$ cat src/rtl/clk_pwr_pkg.sv
package clk_pwr_pkg;
  localparam int REG_W     = 16;
  localparam int BIT_XTL   = 15;
  localparam int BIT_SLOW  = 14;
  localparam int BIT_STOP  = 13;
  localparam int BIT_I0EN  = 12;
  localparam int BIT_NAP   = 0;
  localparam int PER_LO    = 4;
  localparam int PER_N     = 4;
  localparam int BIT_PEN   = 15;
  localparam int BIT_PSEL  = 14;

  typedef struct packed {
    logic loadPower;
    logic loadPll;
    logic wake;
    logic wakeInt0;
    logic setErr;
  } seqStrobe_t;
endpackage

$ cat src/rtl/clk_pwr_ctrl.sv
module clk_pwr_ctrl
  import clk_pwr_pkg::*;
(
  input  logic       clk,
  input  logic       rstN,
  input  logic       wrEn,
  input  logic       wrSel,
  input  logic       wrXtl,
  input  logic       wrSlow,
  input  logic       wrStop,
  input  logic       wrPllEn,
  input  logic       wrPllSel,
  input  logic       pllLock,
  input  logic       int0Pin,
  input  logic       int1Pin,
  input  logic       xtlQ,
  input  logic       slowReqQ,
  input  logic       srcSettled,
  input  logic       stopQ,
  input  logic       napQ,
  input  logic       pllEnQ,
  input  logic       pllSelQ,
  input  logic       bufStable,
  output seqStrobe_t strobe
);
  logic coreHalted;
  logic wakeEvt;
  logic acceptWr;
  logic pwrBad;
  logic pllBad;

  always_comb begin
    coreHalted = stopQ || napQ;
    wakeEvt    = coreHalted && (int0Pin || int1Pin);
    acceptWr   = wrEn && !coreHalted;

    // power word legality: PLL source needs a locked, armed PLL;
    // buffer and stop need the PLL off
    pwrBad = (!wrSlow && slowReqQ && !(pllEnQ && pllSelQ && pllLock))
          || (wrXtl && !xtlQ && pllEnQ)
          || (wrStop && pllEnQ);

    // PLL word legality: off only on a settled slow clock,
    // on only with a stable buffer, no disarm while PLL clock requested
    pllBad = (!wrPllEn && pllEnQ && !(slowReqQ && srcSettled))
          || (wrPllEn && !pllEnQ && (xtlQ || !bufStable))
          || (!wrPllSel && !slowReqQ);

    strobe.wake      = wakeEvt;
    strobe.wakeInt0  = wakeEvt && int0Pin;
    strobe.loadPower = acceptWr && !wrSel && !pwrBad;
    strobe.loadPll   = acceptWr &&  wrSel && !pllBad;
    strobe.setErr    = acceptWr && (wrSel ? pllBad : pwrBad);
  end

  // moving onto the PLL clock only ever accepted with lock present
  p_lock_for_pll_src_r4: assert property (@(posedge clk) disable iff (!rstN)
    (strobe.loadPower && !wrSlow && slowReqQ) |-> (pllLock && pllEnQ));

  // nothing is loaded while the core clock is halted
  p_halt_blocks_write_r11: assert property (@(posedge clk) disable iff (!rstN)
    (stopQ || napQ) |-> !(strobe.loadPower || strobe.loadPll || strobe.setErr));
endmodule

$ cat src/rtl/clk_pwr_datapath.sv
module clk_pwr_datapath
  import clk_pwr_pkg::*;
#(
  parameter int STABLE_CYCLES = 16,
  parameter int SRC_STAGES    = 2
) (
  input  logic             clk,
  input  logic             rstN,
  input  seqStrobe_t       strobe,
  input  logic [REG_W-1:0] wrData,
  output logic             xtlQ,
  output logic             slowReqQ,
  output logic             slowActQ,
  output logic             srcSettled,
  output logic             stopQ,
  output logic             napQ,
  output logic             int0EnQ,
  output logic [PER_N-1:0] periphQ,
  output logic [REG_W-1:0] pllQ,
  output logic             errQ,
  output logic             bufStable
);
  localparam int CNT_W = $clog2(STABLE_CYCLES + 1);

  logic [CNT_W-1:0] stableCnt;
  logic             srcPipe [SRC_STAGES];

  // power word fields; wake has priority (writes are blocked while halted)
  always_ff @(posedge clk or negedge rstN) begin
    if (!rstN) begin
      xtlQ     <= 1'b0;
      slowReqQ <= 1'b1;
      stopQ    <= 1'b0;
      int0EnQ  <= 1'b0;
      periphQ  <= '0;
      napQ     <= 1'b0;
    end else if (strobe.wake) begin
      stopQ <= 1'b0;
      napQ  <= 1'b0;
      if (strobe.wakeInt0) begin
        int0EnQ <= 1'b0;
        xtlQ    <= 1'b0;
      end
    end else if (strobe.loadPower) begin
      xtlQ     <= wrData[BIT_XTL];
      slowReqQ <= wrData[BIT_SLOW];
      stopQ    <= wrData[BIT_STOP];
      int0EnQ  <= wrData[BIT_I0EN];
      periphQ  <= wrData[PER_LO +: PER_N];
      napQ     <= wrData[BIT_NAP];
    end
  end

  always_ff @(posedge clk or negedge rstN) begin
    if (!rstN)               pllQ <= '0;
    else if (strobe.loadPll) pllQ <= wrData;
  end

  always_ff @(posedge clk or negedge rstN) begin
    if (!rstN)              errQ <= 1'b0;
    else if (strobe.setErr) errQ <= 1'b1;
  end

  // source select pipeline feeding the downstream glitch-free mux
  for (genvar g = 0; g < SRC_STAGES; g++) begin : g_src
    if (g == 0) begin : g_first
      always_ff @(posedge clk or negedge rstN) begin
        if (!rstN) srcPipe[g] <= 1'b1;
        else       srcPipe[g] <= slowReqQ;
      end
    end else begin : g_next
      always_ff @(posedge clk or negedge rstN) begin
        if (!rstN) srcPipe[g] <= 1'b1;
        else       srcPipe[g] <= srcPipe[g-1];
      end
    end
  end

  always_comb begin
    srcSettled = 1'b1;
    for (int i = 0; i < SRC_STAGES; i++) begin
      if (srcPipe[i] != slowReqQ) srcSettled = 1'b0;
    end
  end

  assign slowActQ = srcPipe[SRC_STAGES-1];

  // input buffer settle model: held full while powered down
  always_ff @(posedge clk or negedge rstN) begin
    if (!rstN)                stableCnt <= '0;
    else if (xtlQ)            stableCnt <= CNT_W'(STABLE_CYCLES);
    else if (stableCnt != '0) stableCnt <= stableCnt - 1'b1;
  end

  assign bufStable = !xtlQ && (stableCnt == '0);

  p_pll_off_on_slow_r5: assert property (@(posedge clk) disable iff (!rstN)
    $fell(pllQ[BIT_PEN]) |-> (slowActQ && $past(slowActQ)));

  p_xtl_needs_pll_off_r6: assert property (@(posedge clk) disable iff (!rstN)
    $rose(xtlQ) |-> !pllQ[BIT_PEN]);

  p_pll_on_needs_buf_r7: assert property (@(posedge clk) disable iff (!rstN)
    $rose(pllQ[BIT_PEN]) |-> $past(bufStable));

  p_pll_src_needs_en_r4: assert property (@(posedge clk) disable iff (!rstN)
    !slowActQ |-> pllQ[BIT_PEN]);

  p_stop_pll_off_r9: assert property (@(posedge clk) disable iff (!rstN)
    stopQ |-> !pllQ[BIT_PEN]);

  p_err_sticky_r12: assert property (@(posedge clk) disable iff (!rstN)
    $past(errQ) |-> errQ);
endmodule

$ cat src/rtl/clk_power_sequencer.sv
module clk_power_sequencer
  import clk_pwr_pkg::*;
#(
  parameter int STABLE_CYCLES = 16,
  parameter int SRC_STAGES    = 2
) (
  input  logic        clk,
  input  logic        rstN,
  input  logic        wrEn,
  input  logic        wrSel,
  input  logic [15:0] wrData,
  input  logic        pllLock,
  input  logic        int0Pin,
  input  logic        int1Pin,
  output logic [15:0] powerRd,
  output logic [15:0] pllRd,
  output logic        useSlowClk,
  output logic        allClkEn,
  output logic        coreClkEn,
  output logic [3:0]  periphPd,
  output logic        bufPd,
  output logic        bufReady,
  output logic        pllEn,
  output logic        seqErr
);
  seqStrobe_t       strobe;
  logic             xtlQ, slowReqQ, slowActQ, srcSettled;
  logic             stopQ, napQ, int0EnQ, errQ, bufStable;
  logic [PER_N-1:0] periphQ;
  logic [REG_W-1:0] pllQ;

  clk_pwr_ctrl u_ctrl (
    .clk(clk), .rstN(rstN), .wrEn(wrEn), .wrSel(wrSel),
    .wrXtl(wrData[BIT_XTL]), .wrSlow(wrData[BIT_SLOW]), .wrStop(wrData[BIT_STOP]),
    .wrPllEn(wrData[BIT_PEN]), .wrPllSel(wrData[BIT_PSEL]),
    .pllLock(pllLock), .int0Pin(int0Pin), .int1Pin(int1Pin),
    .xtlQ(xtlQ), .slowReqQ(slowReqQ), .srcSettled(srcSettled),
    .stopQ(stopQ), .napQ(napQ), .pllEnQ(pllQ[BIT_PEN]), .pllSelQ(pllQ[BIT_PSEL]),
    .bufStable(bufStable), .strobe(strobe)
  );

  clk_pwr_datapath #(.STABLE_CYCLES(STABLE_CYCLES), .SRC_STAGES(SRC_STAGES)) u_dp (
    .clk(clk), .rstN(rstN), .strobe(strobe), .wrData(wrData),
    .xtlQ(xtlQ), .slowReqQ(slowReqQ), .slowActQ(slowActQ), .srcSettled(srcSettled),
    .stopQ(stopQ), .napQ(napQ), .int0EnQ(int0EnQ), .periphQ(periphQ),
    .pllQ(pllQ), .errQ(errQ), .bufStable(bufStable)
  );

  assign powerRd    = {xtlQ, slowActQ, stopQ, int0EnQ, 4'b0000, periphQ, 3'b000, napQ};
  assign pllRd      = pllQ;
  assign useSlowClk = slowActQ;
  assign allClkEn   = !stopQ;
  assign coreClkEn  = !stopQ && !napQ;
  assign periphPd   = periphQ;
  assign bufPd      = xtlQ;
  assign bufReady   = bufStable;
  assign pllEn      = pllQ[BIT_PEN];
  assign seqErr     = errQ;

  // a full stop is only left after an interrupt pin event
  p_stop_exit_by_pin_r11: assert property (@(posedge clk) disable iff (!rstN)
    $fell(stopQ) |-> $past(int0Pin || int1Pin));
endmodule

$ cat config.mk
export PLATFORM = sky130hd
export DESIGN_NAME = clk_power_sequencer
export DESIGN_NICKNAME = d
export VERILOG_FILES = /design/src/rtl/clk_pwr_pkg.sv /design/src/rtl/clk_pwr_ctrl.sv /design/src/rtl/clk_pwr_datapath.sv /design/src/rtl/clk_power_sequencer.sv
export SDC_FILE = /design/constraint.sdc
export NUM_CORES = 1
export LEC_CHECK = 0
export BUFFER_PORTS_ARGS = -buffer_cell sky130_fd_sc_hd__buf_2
export CAP_MARGIN = 5
export CELL_PAD_IN_SITES_DETAIL_PLACEMENT = 0
export CELL_PAD_IN_SITES_GLOBAL_PLACEMENT = 1
export CORE_UTILIZATION = 39
export DETAILED_ROUTE_END_ITERATION = 12
export PLACE_DENSITY = 0.93
export SKIP_LAST_GASP = 1
export SYNTH_ARGS = -nofsm -noshare
export SYNTH_HDL_FRONTEND = slang
export SYNTH_SLANG_ARGS = --single-unit
$ cat constraint.sdc
create_clock -name clk -period 3.7 [get_ports clk]
set_input_delay 0.74 -clock clk [delete_from_list [all_inputs] [get_ports clk]]
set_output_delay 0.74 -clock clk [all_outputs]
set_load 0.05 [all_outputs]
==> out/metrics.json <==
{
  "die_h": {"value": 65.8, "unit": "µm"},
  "post_cts_hold_buffer_count": {"value": 0},
  "cts_root_buffer": {"value": "clkbuf_8"},
  "cts_buffers": {"value": 5},
  "syn_std_cell_area": {"value": 1590, "unit": "µm²"},
  "min_to": {"value": "u_dp.slowActQ"},
  "critical_path.reg2reg.startpoint": {"value": "u_dp.stableCnt[0]"},
  "antenna_cells_inserted": {"value": 0},
  "timing.hold.worst.class": {"value": "reg2reg"},
  "average_routed_wire_per_standard_cell": {"value": 12.4, "unit": "µm"},
  "ioPinCount": {"value": 66},
  "route.detailed.drc": {"value": 0},
  "grt_first_pass_wirelength": {"value": 4490, "unit": "µm"},
  "cp.required": {"value": 2.96, "unit": "ns"},
  "tritoncts": {"value": "built"},
  "route.antenna.remaining_nets": {"value": 0},
  "port_buffers": {"value": 58},
  "reg2reg_setup_slack": {"value": 1.34, "unit": "ns"},
  "slew_viol_final": {"value": 0},
  "dpl.hpwl": {"value": 2050, "unit": "µm"},
  "floorplan.die_area": {"value": 4320, "unit": "µm²"},
  "max_freq": {"value": 385, "unit": "MHz"},
  "min_path_cells": {"value": 0},
  "r2r-end": {"value": "u_dp.pllQ[2]"},
  "initial_utilization": {"value": 42.0, "unit": "%"},
  "die-width": {"value": 65.8, "unit": "µm"},
  "finalSetupTns": {"value": 0, "unit": "ns"},
  "grt_max_degree": {"value": 34},
  "rows": {"value": 22},
  "post_cts_buffers": {"value": 0},
  "crit_path_max_fanout": {"value": 5},
  "asyncSetResetFlopFracSynth": {"value": 100, "unit": "%"},
  "final-setup-viol-count": {"value": 0},
  "finalWeightedCongestion": {"value": 0.759},
  "number_of_enable_flip_flop_cells_after_synthesis": {"value": 0},
  "yosys_register_bits": {"value": 33},
  "routed_wl": {"value": 2840, "unit": "µm"},
  "worstSetupEndpointType": {"value": "primary output"},
  "clockBufferDepth": {"value": 2},
  "detail_route.first_pass.iterations": {"value": 4},
  "critical_path.startpoint_type": {"value": "flop"},
  "grt_setup_unrepaired": {"value": "false"},
  "worst_hold_startpoint": {"value": "u_dp.srcPipe[1]"},
  "number_of_global_route_vias_before_repair": {"value": 965},
  "outcome": {"value": "complete, no violations"},
  "grt_overflow": {"value": 0},
  "ys_seq_area_share": {"value": 52.3, "unit": "%"},
  "ctsResizeCount": {"value": 0},
  "syn_to_final_growth": {"value": 19.6, "unit": "%"},
  "timing.reg2reg.worst_path_depth": {"value": 7},
  "cp_data_arrival_time": {"value": 1.86, "unit": "ns"},
  "cap_violations": {"value": 0},
  "fin_worst_skew": {"value": 0.00497, "unit": "ns"},
  "antenna_violations_before_repair": {"value": 0},
  "worst_hold_slack": {"value": 0.367, "unit": "ns"},
  "most-common-layout-cells": {"value": "58 x buf_2, 30 x dfrtp_1, 11 x mux2_2"},
  "cts.sink_count": {"value": 33},
  "design.final.nets": {"value": 204},
  "yosysWarnings": {"value": 0},
  "netlist-cell-type-count": {"value": 31},
  "slew-limit-headroom": {"value": 52.6, "unit": "%"},
  "final_hold_violating_endpoints": {"value": 0},
  "routed_via_density": {"value": 4.72},
  "htree_levels": {"value": 2},
  "global_route.usage.total": {"value": 14.4, "unit": "%"},
  "dominantRegCellSynth": {"value": "dfrtp_1"},
  "drive_above_1_share": {"value": 51.9, "unit": "%"},
  "dr.first_iter.drc_count": {"value": 25},
  "finalWorstPathRequiredPeriod": {"value": 2.60, "unit": "ns"},
  "syn_area_per_cell": {"value": 12.3, "unit": "µm²"},
  "layout.cells.most_common": {"value": "buf_2"},
  "tightest_slew": {"value": 0.711, "unit": "ns"},
  "vias": {"value": 1080},
  "post-route-period-util": {"value": 70.2, "unit": "%"},
  "type_of_the_worst_setup_path": {"value": "reg2out"},
  "cts.reportedPaths.clkPinSlew": {"value": 0.07, "unit": "ns"},
  "core_region_area": {"value": 3770, "unit": "µm²"},
  "post_synth_inst_count": {"value": 129},
  "clk-insertion-delay-late": {"value": 0.28, "unit": "ns"}
}
==> routing by layer <==
| metal | part of all wire [%] | track usage (%) | vias to the layer above |
|---|---|---|---|
| met5 | 0 | 0 | - |
| met1 | 47 | 18.7 | 519 |
| met2 | 45 | 22.1 | 46 |
| met4 | 1.1 | 4.89 | 0 |
| met3 | 6.4 | 5.21 | 4 |
| li1 | - | - | 511 |
==> cells by family after synthesis <==
kind of cell | after synthesis | synth area share, %
adder cells (fa/ha/maj) | 1 | 0.789
multiplexers | 24 | 19.2
buffers and inverters | 29 | 12.7
other | 1 | 0.237
flip-flops | 33 | 52.3
AO/OA/AOI/OAI | 12 | 4.89
AND/OR/NAND/NOR | 29 | 9.87
==> registers in the layout, indices dropped and copies added (netlist names) <==
| register | flops |
|---|---|
| u_dp.xtlQ | 1 |
| u_dp.slowReqQ | 1 |
| u_dp.slowActQ | 1 |
| u_dp.errQ | 1 |
| u_dp.int0EnQ | 1 |
| u_dp.srcPipe | 1 |
| u_dp.periphQ | 4 |
| u_dp.stableCnt | 5 |
| u_dp.stopQ | 1 |
| u_dp.napQ | 1 |
| u_dp.pllQ | 16 |
==> critical path, cell delays in order (launching register included) <==
cell     delay (ns)
dfrtp_1        0.40
inv_1          0.08
ha_1           0.21
or4b_4         0.52
nor2_1         0.10
buf_2          0.26
==> cell usage after synthesis, types with 2 or more instances <==
| library cell | count | area share, % |
|---|---|---|
| nor3_1 | 2 | 0.63 |
| inv_1 | 8 | 1.9 |
| nand2_1 | 6 | 1.4 |
| a21oi_1 | 2 | 0.63 |
| o21ai_0 | 4 | 1.3 |
| mux2_2 | 11 | 7.8 |
| a21o_1 | 2 | 0.95 |
| nor2b_1 | 2 | 0.79 |
| buf_4 | 18 | 8.5 |
| mux2i_1 | 3 | 1.9 |
| nand3_1 | 2 | 0.63 |
| nor2_1 | 10 | 2.4 |
| dfstp_2 | 3 | 5.0 |
| dfrtp_1 | 30 | 47 |
| mux2_4 | 10 | 9.5 |
==> per-stage QoR <==
step / instance area (µm²) / util [%] / worst slack (ns) / cells
floorplan: 1610 / - / 1.17 / 135
global placement: 1790 / 47.6 / 1.37 / 221
detailed placement: 1790 / 47.6 / 1.33 / 221
CTS: 1900 / 50.3 / 1.10 / 229
global route: 1900 / 50.3 / 1.04 / 229
finish: 1900 / 50.3 / 1.10 / 229
==> layout make-up <==
class	count	area, µm²
clock buffer	7	96.3
clock inverter	1	5.00
fill	340	1880
inverter	8	30.0
multi-input combinational	73	577
sequential	33	830
tap	48	60.1
timing repair buffer	59	298
==> worst max path at each step <==
stage                            startpoint            to  depth (start not counted)
after global routing      u_dp.stableCnt[0]      bufReady                          5
after floorplan           u_dp.stableCnt[0]      bufReady                          4
after CTS                 u_dp.stableCnt[0]      bufReady                          5
after detailed placement  u_dp.stableCnt[0]  u_dp.pllQ[6]                          7
after global placement    u_dp.stableCnt[0]  u_dp.pllQ[6]                          7
final                     u_dp.stableCnt[0]      bufReady                          5
Power is left out: the tool's default activity adds up to more than one toggle a clock period on the data nets, which glitch-free logic cannot reach.
